[config.mk]
export PLATFORM = sky130hd
export DESIGN_NAME = trap_alu
export DESIGN_NICKNAME = d
export VERILOG_FILES = /design/src/rtl/trap_alu_pkg.sv /design/src/rtl/trap_alu_addsub.sv /design/src/rtl/trap_alu_judge.sv /design/src/rtl/trap_alu.sv
export SDC_FILE = /design/constraint.sdc
export NUM_CORES = 1
export LEC_CHECK = 0
export BUFFER_PORTS_ARGS = -buffer_cell sky130_fd_sc_hd__buf_2
export CAP_MARGIN = 40
export CORE_ASPECT_RATIO = 1.4
export CORE_UTILIZATION = 35
export CTS_CLUSTER_SIZE = 24
export DETAILED_ROUTE_END_ITERATION = 16
export HOLD_SLACK_MARGIN = 0.12
export SLEW_MARGIN = 10
export SYNTH_ARGS = -nofsm -noshare
export SYNTH_HDL_FRONTEND = slang
export SYNTH_SLANG_ARGS = --single-unit
[constraint.sdc]
create_clock -name clk -period 3.71 [get_ports clk]
set_input_delay 0.742 -clock clk [delete_from_list [all_inputs] [get_ports clk]]
set_output_delay 0.742 -clock clk [all_outputs]
set_load 0.01 [all_outputs]
[src/rtl/trap_alu_pkg.sv]
package trap_alu_pkg;
  typedef enum logic [3:0] {
    OP_OR   = 4'd0,
    OP_AND  = 4'd1,
    OP_XOR  = 4'd2,
    OP_BND  = 4'd3,
    OP_SADD = 4'd4,
    OP_SSUB = 4'd5,
    OP_LADD = 4'd6,
    OP_LSUB = 4'd7,
    OP_UADD = 4'd8,
    OP_USUB = 4'd9,
    OP_VADD = 4'd10,
    OP_VSUB = 4'd11
  } alu_op_e;

  typedef enum logic [1:0] {
    CND_NONE = 2'd0,
    CND_OVF  = 2'd1,
    CND_BND  = 2'd2,
    CND_LISP = 2'd3
  } trap_cond_e;

  typedef enum logic [1:0] {
    TRP_NONE = 2'd0,
    TRP_OVF  = 2'd1,
    TRP_BND  = 2'd2,
    TRP_NAN  = 2'd3
  } trap_code_e;
endpackage

[src/rtl/trap_alu_addsub.sv]
module trap_alu_addsub #(
  parameter int W = 32
) (
  input  logic [W-1:0] a,
  input  logic [W-1:0] b,
  input  logic         sub,
  input  logic         cin_use,
  input  logic         cin,
  output logic [W-1:0] sum,
  output logic         cout,
  output logic         ovf
);
  logic [W-1:0] b_eff;
  logic         c0;
  logic [W:0]   wide;

  always_comb begin
    b_eff = sub ? ~b : b;
    // subtract: A + ~B + (1 - borrow_in)
    c0    = sub ? ~(cin_use & cin) : (cin_use & cin);
    wide  = {1'b0, a} + {1'b0, b_eff} + {{W{1'b0}}, c0};
    sum   = wide[W-1:0];
    cout  = wide[W];
    ovf   = (a[W-1] == b_eff[W-1]) && (sum[W-1] != a[W-1]);
  end
endmodule

[src/rtl/trap_alu_judge.sv]
module trap_alu_judge
  import trap_alu_pkg::*;
(
  input  logic [1:0] cond_sel,
  input  logic       ovf_flag,
  input  logic       bnd_flag,
  input  logic       nan_flag,
  output logic [1:0] trap_code
);
  always_comb begin
    trap_code = TRP_NONE;
    unique case (trap_cond_e'(cond_sel))
      CND_NONE: trap_code = TRP_NONE;
      CND_OVF:  if (ovf_flag) trap_code = TRP_OVF;
      CND_BND:  if (bnd_flag) trap_code = TRP_BND;
      CND_LISP: begin
        if (nan_flag)      trap_code = TRP_NAN;
        else if (ovf_flag) trap_code = TRP_OVF;
      end
      default:  trap_code = TRP_NONE;
    endcase
  end
endmodule

[src/rtl/trap_alu.sv]
module trap_alu
  import trap_alu_pkg::*;
#(
  parameter int W = 32
) (
  input  logic         clk,
  input  logic         rst_n,
  input  logic         start,
  input  logic [W-1:0] op_a,
  input  logic [W-1:0] op_b,
  input  logic [3:0]   op_sel,
  input  logic [1:0]   cond_sel,
  output logic [W-1:0] result,
  output logic [1:0]   trap,
  output logic         carry,
  output logic         valid
);
  localparam int TOP = W - 1;
  localparam int TAG = W - 2;

  logic         as_sub, as_cin_use;
  logic [W-1:0] as_sum;
  logic         as_cout, as_ovf;
  logic         is_signed, is_lisp, is_uns, is_bnd;
  logic         ovf_flag, bnd_flag, nan_flag;
  logic [1:0]   trap_nxt;
  logic [W-1:0] res_nxt;
  logic         carry_nxt;

  always_comb begin
    is_signed  = (op_sel == OP_SADD) || (op_sel == OP_SSUB);
    is_lisp    = (op_sel == OP_LADD) || (op_sel == OP_LSUB);
    is_uns     = (op_sel == OP_UADD) || (op_sel == OP_USUB);
    is_bnd     = (op_sel == OP_BND);
    as_sub     = (op_sel == OP_SSUB) || (op_sel == OP_LSUB) ||
                 (op_sel == OP_USUB) || (op_sel == OP_VSUB);
    as_cin_use = is_signed || is_uns;
  end

  trap_alu_addsub #(.W(W)) u_as (
    .a       (op_a),
    .b       (op_b),
    .sub     (as_sub),
    .cin_use (as_cin_use),
    .cin     (carry),
    .sum     (as_sum),
    .cout    (as_cout),
    .ovf     (as_ovf)
  );

  always_comb begin
    ovf_flag = (is_signed || is_lisp) && as_ovf;
    bnd_flag = is_bnd && (op_a[TOP] || !($signed(op_a) < $signed(op_b)));
    nan_flag = is_lisp && ((op_a[TOP] ^ op_a[TAG]) ||
                           (op_b[TOP] ^ op_b[TAG]) ||
                           (as_sum[TOP] ^ as_sum[TAG]));
  end

  trap_alu_judge u_judge (
    .cond_sel  (cond_sel),
    .ovf_flag  (ovf_flag),
    .bnd_flag  (bnd_flag),
    .nan_flag  (nan_flag),
    .trap_code (trap_nxt)
  );

  always_comb begin
    res_nxt = '0;
    case (op_sel)
      OP_OR:   res_nxt = op_a | op_b;
      OP_AND:  res_nxt = op_a & op_b;
      OP_XOR:  res_nxt = op_a ^ op_b;
      OP_BND:  res_nxt = op_a;
      OP_SADD, OP_SSUB, OP_LADD, OP_LSUB,
      OP_UADD, OP_USUB, OP_VADD, OP_VSUB: res_nxt = as_sum;
      default: res_nxt = '0;
    endcase

    carry_nxt = carry;
    if (trap_nxt == TRP_NONE) begin
      if (is_signed || is_lisp)    carry_nxt = 1'b0;
      else if (op_sel == OP_UADD)  carry_nxt = as_cout;
      else if (op_sel == OP_USUB)  carry_nxt = ~as_cout;
    end
  end

  // datapath registers, enabled by start
  always_ff @(posedge clk or negedge rst_n) begin
    if (!rst_n) begin
      result <= '0;
      trap   <= 2'd0;
      carry  <= 1'b0;
    end else if (start) begin
      result <= res_nxt;
      trap   <= trap_nxt;
      carry  <= carry_nxt;
    end
  end

  always_ff @(posedge clk or negedge rst_n) begin
    if (!rst_n) valid <= 1'b0;
    else        valid <= start;
  end
endmodule

==> impl_metrics.tcl <==
set metrics [dict create \
    status "complete, but fails checks" \
    violations "setup timing" \
    p_comb_frac 0.657 \
    crit_path_end_kind "flip-flop" \
    num_io_pins 109 \
    grt_max_degree 60 \
    root_buffer "clkbuf_16" \
    hold_violations 0 \
    layout.nets 1246 \
    portBuffers 108 \
    fmax_mhz 265 \
    dr.pass1.iters 4 \
    place.gp.congestion 0.897 \
    postSynthAreaPerCell_um2 8.07 \
    drt_iter0_markers 381 \
    power_frac_seq 0.185 \
    crit_path_top_delay_cell "fa_2" \
    regArea_um2 901 \
    synth_edf_count 0 \
    vdd_ir_drop_max_mv 0.166 \
    clkPwrFrac 0.158 \
    synth-seq-cells 36 \
    synthTopCellsByCount "127 x ha_1, 102 x inv_1, 91 x nor2_1, 87 x a21oi_1, 52 x xnor2_1" \
    max_slew_margin 0.495 \
    start_util 0.360 \
    fin_ws_ns -0.0658 \
    die_w_um 119 \
    synth_top_area_cell "ha_1" \
    die_y_um 166 \
    p_int_mw 1.59 \
    p_per_area_nw_per_um2 304 \
    ant_nets 0 \
    placed_area_um2 8440 \
    die-area_um2 19900 \
    timing.setup.critical_path_class "in -> reg" \
    worstPathRequired_ns 3.89 \
    synth_area_um2 6760 \
    cts_max_path_buffers 2 \
    seq_area_frac_synth 0.133 \
    post-route-min-period_ns 3.78 \
    cp.arrival_ns 3.96 \
    drive_gt1_frac 0.322 \
    syn_to_final_growth_pct 33.1 \
    grt_pass1_wl_um 32300 \
    clock_latency_ns 0.29 \
    holdCritPathClass "in -> async" \
    post_drt_wl_per_cell_um 15.8 \
    clkSinkCount 36 \
    hold_ws_ns 0.359 \
    path_cells "buf_8 > xor2_4 > nand2_8 > xnor2_4 > fa_2 > fa_2 > a21oi_4 > o22ai_4 > o21ai_4 > o31a_1 > a21oi_2 > a211oi_2 > nor3_2 > o31ai_2 > nand2b_1 > o31ai_1" \
    cts_tree "built" \
    antenna_found_initial 0 \
    worst_pin_slew_ns 0.758 \
    diodes 0 \
    finalClockSkew_ns 0.0170 \
    dpl.hpwl_um 16200 \
    synth.top_cell.area_share 0.235 \
    power_switching_mw 1.14 \
    worst-path-buf-inv 1 \
    slowest_delay_ns 0.43 \
    swShare 0.416 \
    wl_um 20400 \
    crit_top_cell "fa_2" \
    slew_violations 0 \
    rrSetupSlack_ns 0.26 \
    hold_buffers 0 \
    yosysUniqueCellTypes 72 \
    grt_pass1_vias 6504 \
    final_util 0.479 \
    yosys.cell_count.top_type "ha_1" \
    syn_nets 1039 \
    drv_cap 0 \
    critPathMaxFanout 5 \
    rsz0062_at_grt "true" \
    cts-htree-levels 2 \
    vias 6596 \
    yosys_warnings 0 \
    fp-row-count 59 \
    fill_cells 1890 \
    multi_input_area_um2 5600 \
    via_per_inst 5.12 \
    finalSetupViolations 2 \
    ys.flop_type "dfrtp_1" \
    cts_buffers 5 \
    overflow 0 \
    remaining_drc_errors 0 \
    p_leak_nw 4.42 \
    synth_cells 837 \
    coreArea_um2 18800 \
    synthTopCellsByArea "ha_1 24%, dfrtp_1 13%, xnor2_1 6.7%" \
    stdcell_area_um2 8990 \
    grt_usage 0.201 \
    cp_top_family "compound AO/OA/AOI/OAI gates" \
    place_ws_ns -0.484 \
    synthArstFlopShare 1.00 \
    finalCritPeriodShare 1.02 \
    start_kind "input port" \
    clk_pin_slew_ns 0.06 \
]
-- layout by cell type (no fill, tap or decap), types with 4 or more instances in the layout --
master     instances
mux4_2            19
nor3_1             4
a22oi_1           10
o21ai_0           20
o21a_1            16
xnor2_1           47
a21oi_1           80
a31oi_1            4
nor4_1             8
a21o_1            13
nor2_1            90
ha_1             124
nand2b_1           4
inv_1            102
and2_1             5
buf_4            123
nor2b_1            6
nand2_1           26
a21oi_2           10
buf_2            106
dfrtp_1           36
clkbuf_16          7
xor2_1             8
a211oi_2           4
o21bai_1           6
o21ai_1            7
xnor2_2            4
nand4_1            5
buf_6              6
nand3_1            8
mux2i_1           14
a211oi_1          25
o22a_1             4
-- through the flow --
stage | power (mW) | TNS (ns) | std cells
after floorplan | 1.53 | -2.15 | 837
after global placement | 2.15 | -4.73 | 1269
after detailed placement | 2.17 | -5.08 | 1270
after CTS | 2.64 | -0.0999 | 1282
after global routing | 2.94 | -0.727 | 1289
final | 2.73 | -0.117 | 1289
-- power groups by stage --
stage | sequential [mW] | combinational [mW] | clock (mW)
final | 0.506 | 1.79 | 0.431
after global placement | 0.513 | 1.64 | 0
after floorplan | 0.543 | 0.985 | 0
after global routing | 0.515 | 1.97 | 0.458
after detailed placement | 0.514 | 1.65 | 0
after CTS | 0.507 | 1.69 | 0.445
-- final cells by class --
type | instances | area share
Multi-Input combinational cell | 657 | 0.623
Tap cell | 244 | 0.0340
Clock buffer | 5 | 0.0139
Sequential cell | 36 | 0.100
Clock inverter | 3 | 0.00209
Timing Repair Buffer | 242 | 0.184
Inverter | 102 | 0.0426
-- worst paths after layout --
check / from / end / cells past startpoint
worst max-delay path: op_sel[3] / carry$_DFFE_PN0P_ / 16
worst min-delay path: rst_n / result[6]$_DFFE_PN0P_ / 1
worst max register to register: carry$_DFFE_PN0P_ / carry$_DFFE_PN0P_ / 15
worst min register to register: result[7]$_DFFE_PN0P_ / result[7]$_DFFE_PN0P_ / 1
max in group asynchronous: rst_n / result[26]$_DFFE_PN0P_ / 2
min in group clk: result[7]$_DFFE_PN0P_ / result[7]$_DFFE_PN0P_ / 1
-- per-layer routing --
layer	part of all wire	routed length, um	track usage
met5	0	0	0
met4	0.024	486	0.0592
met3	0.046	946	0.0192
met2	0.52	10600	0.371
met1	0.41	8360	0.243
-- cells by family (layout without fill, tap and decap cells) --
family                     Yosys count  after routing  share of synthesized area
muxes                               35             35                     0.0874
DFF                                 36             36                      0.133
buffers and inverters              144            352                     0.0876
and+or+nand+nor                    188            188                      0.134
xor gates and xnor gates            62             62                     0.0804
AOI/OAI and AO/OA                  243            243                      0.236
adders and majority gates          129            129                      0.241
-- timing repair --
| action | CTS | global route |
|---|---|---|
| pin swaps | 18 | 19 |
| cloned | 0 | 2 |
| setup endpoints to repair | 10 | 15 |
| buffers inserted | 5 | 6 |
| resized for setup | 18 | 41 |
-- state kept, by name, indices dropped and copies added, names as in the netlist --
name	cells
result	32
trap	2
carry	1
valid	1
-- worst register-to-register path: cells and delay by family (launching register included) --
family                   cells  cell delay [ns]
AO/OA/AOI/OAI                8             1.55
XOR/XNOR                     1             0.11
adder cells (fa/ha/maj)      2             0.81
flip-flops                   1             0.44
AND/OR/NAND/NOR              4             0.45
(Power assumes the default switching activity.)
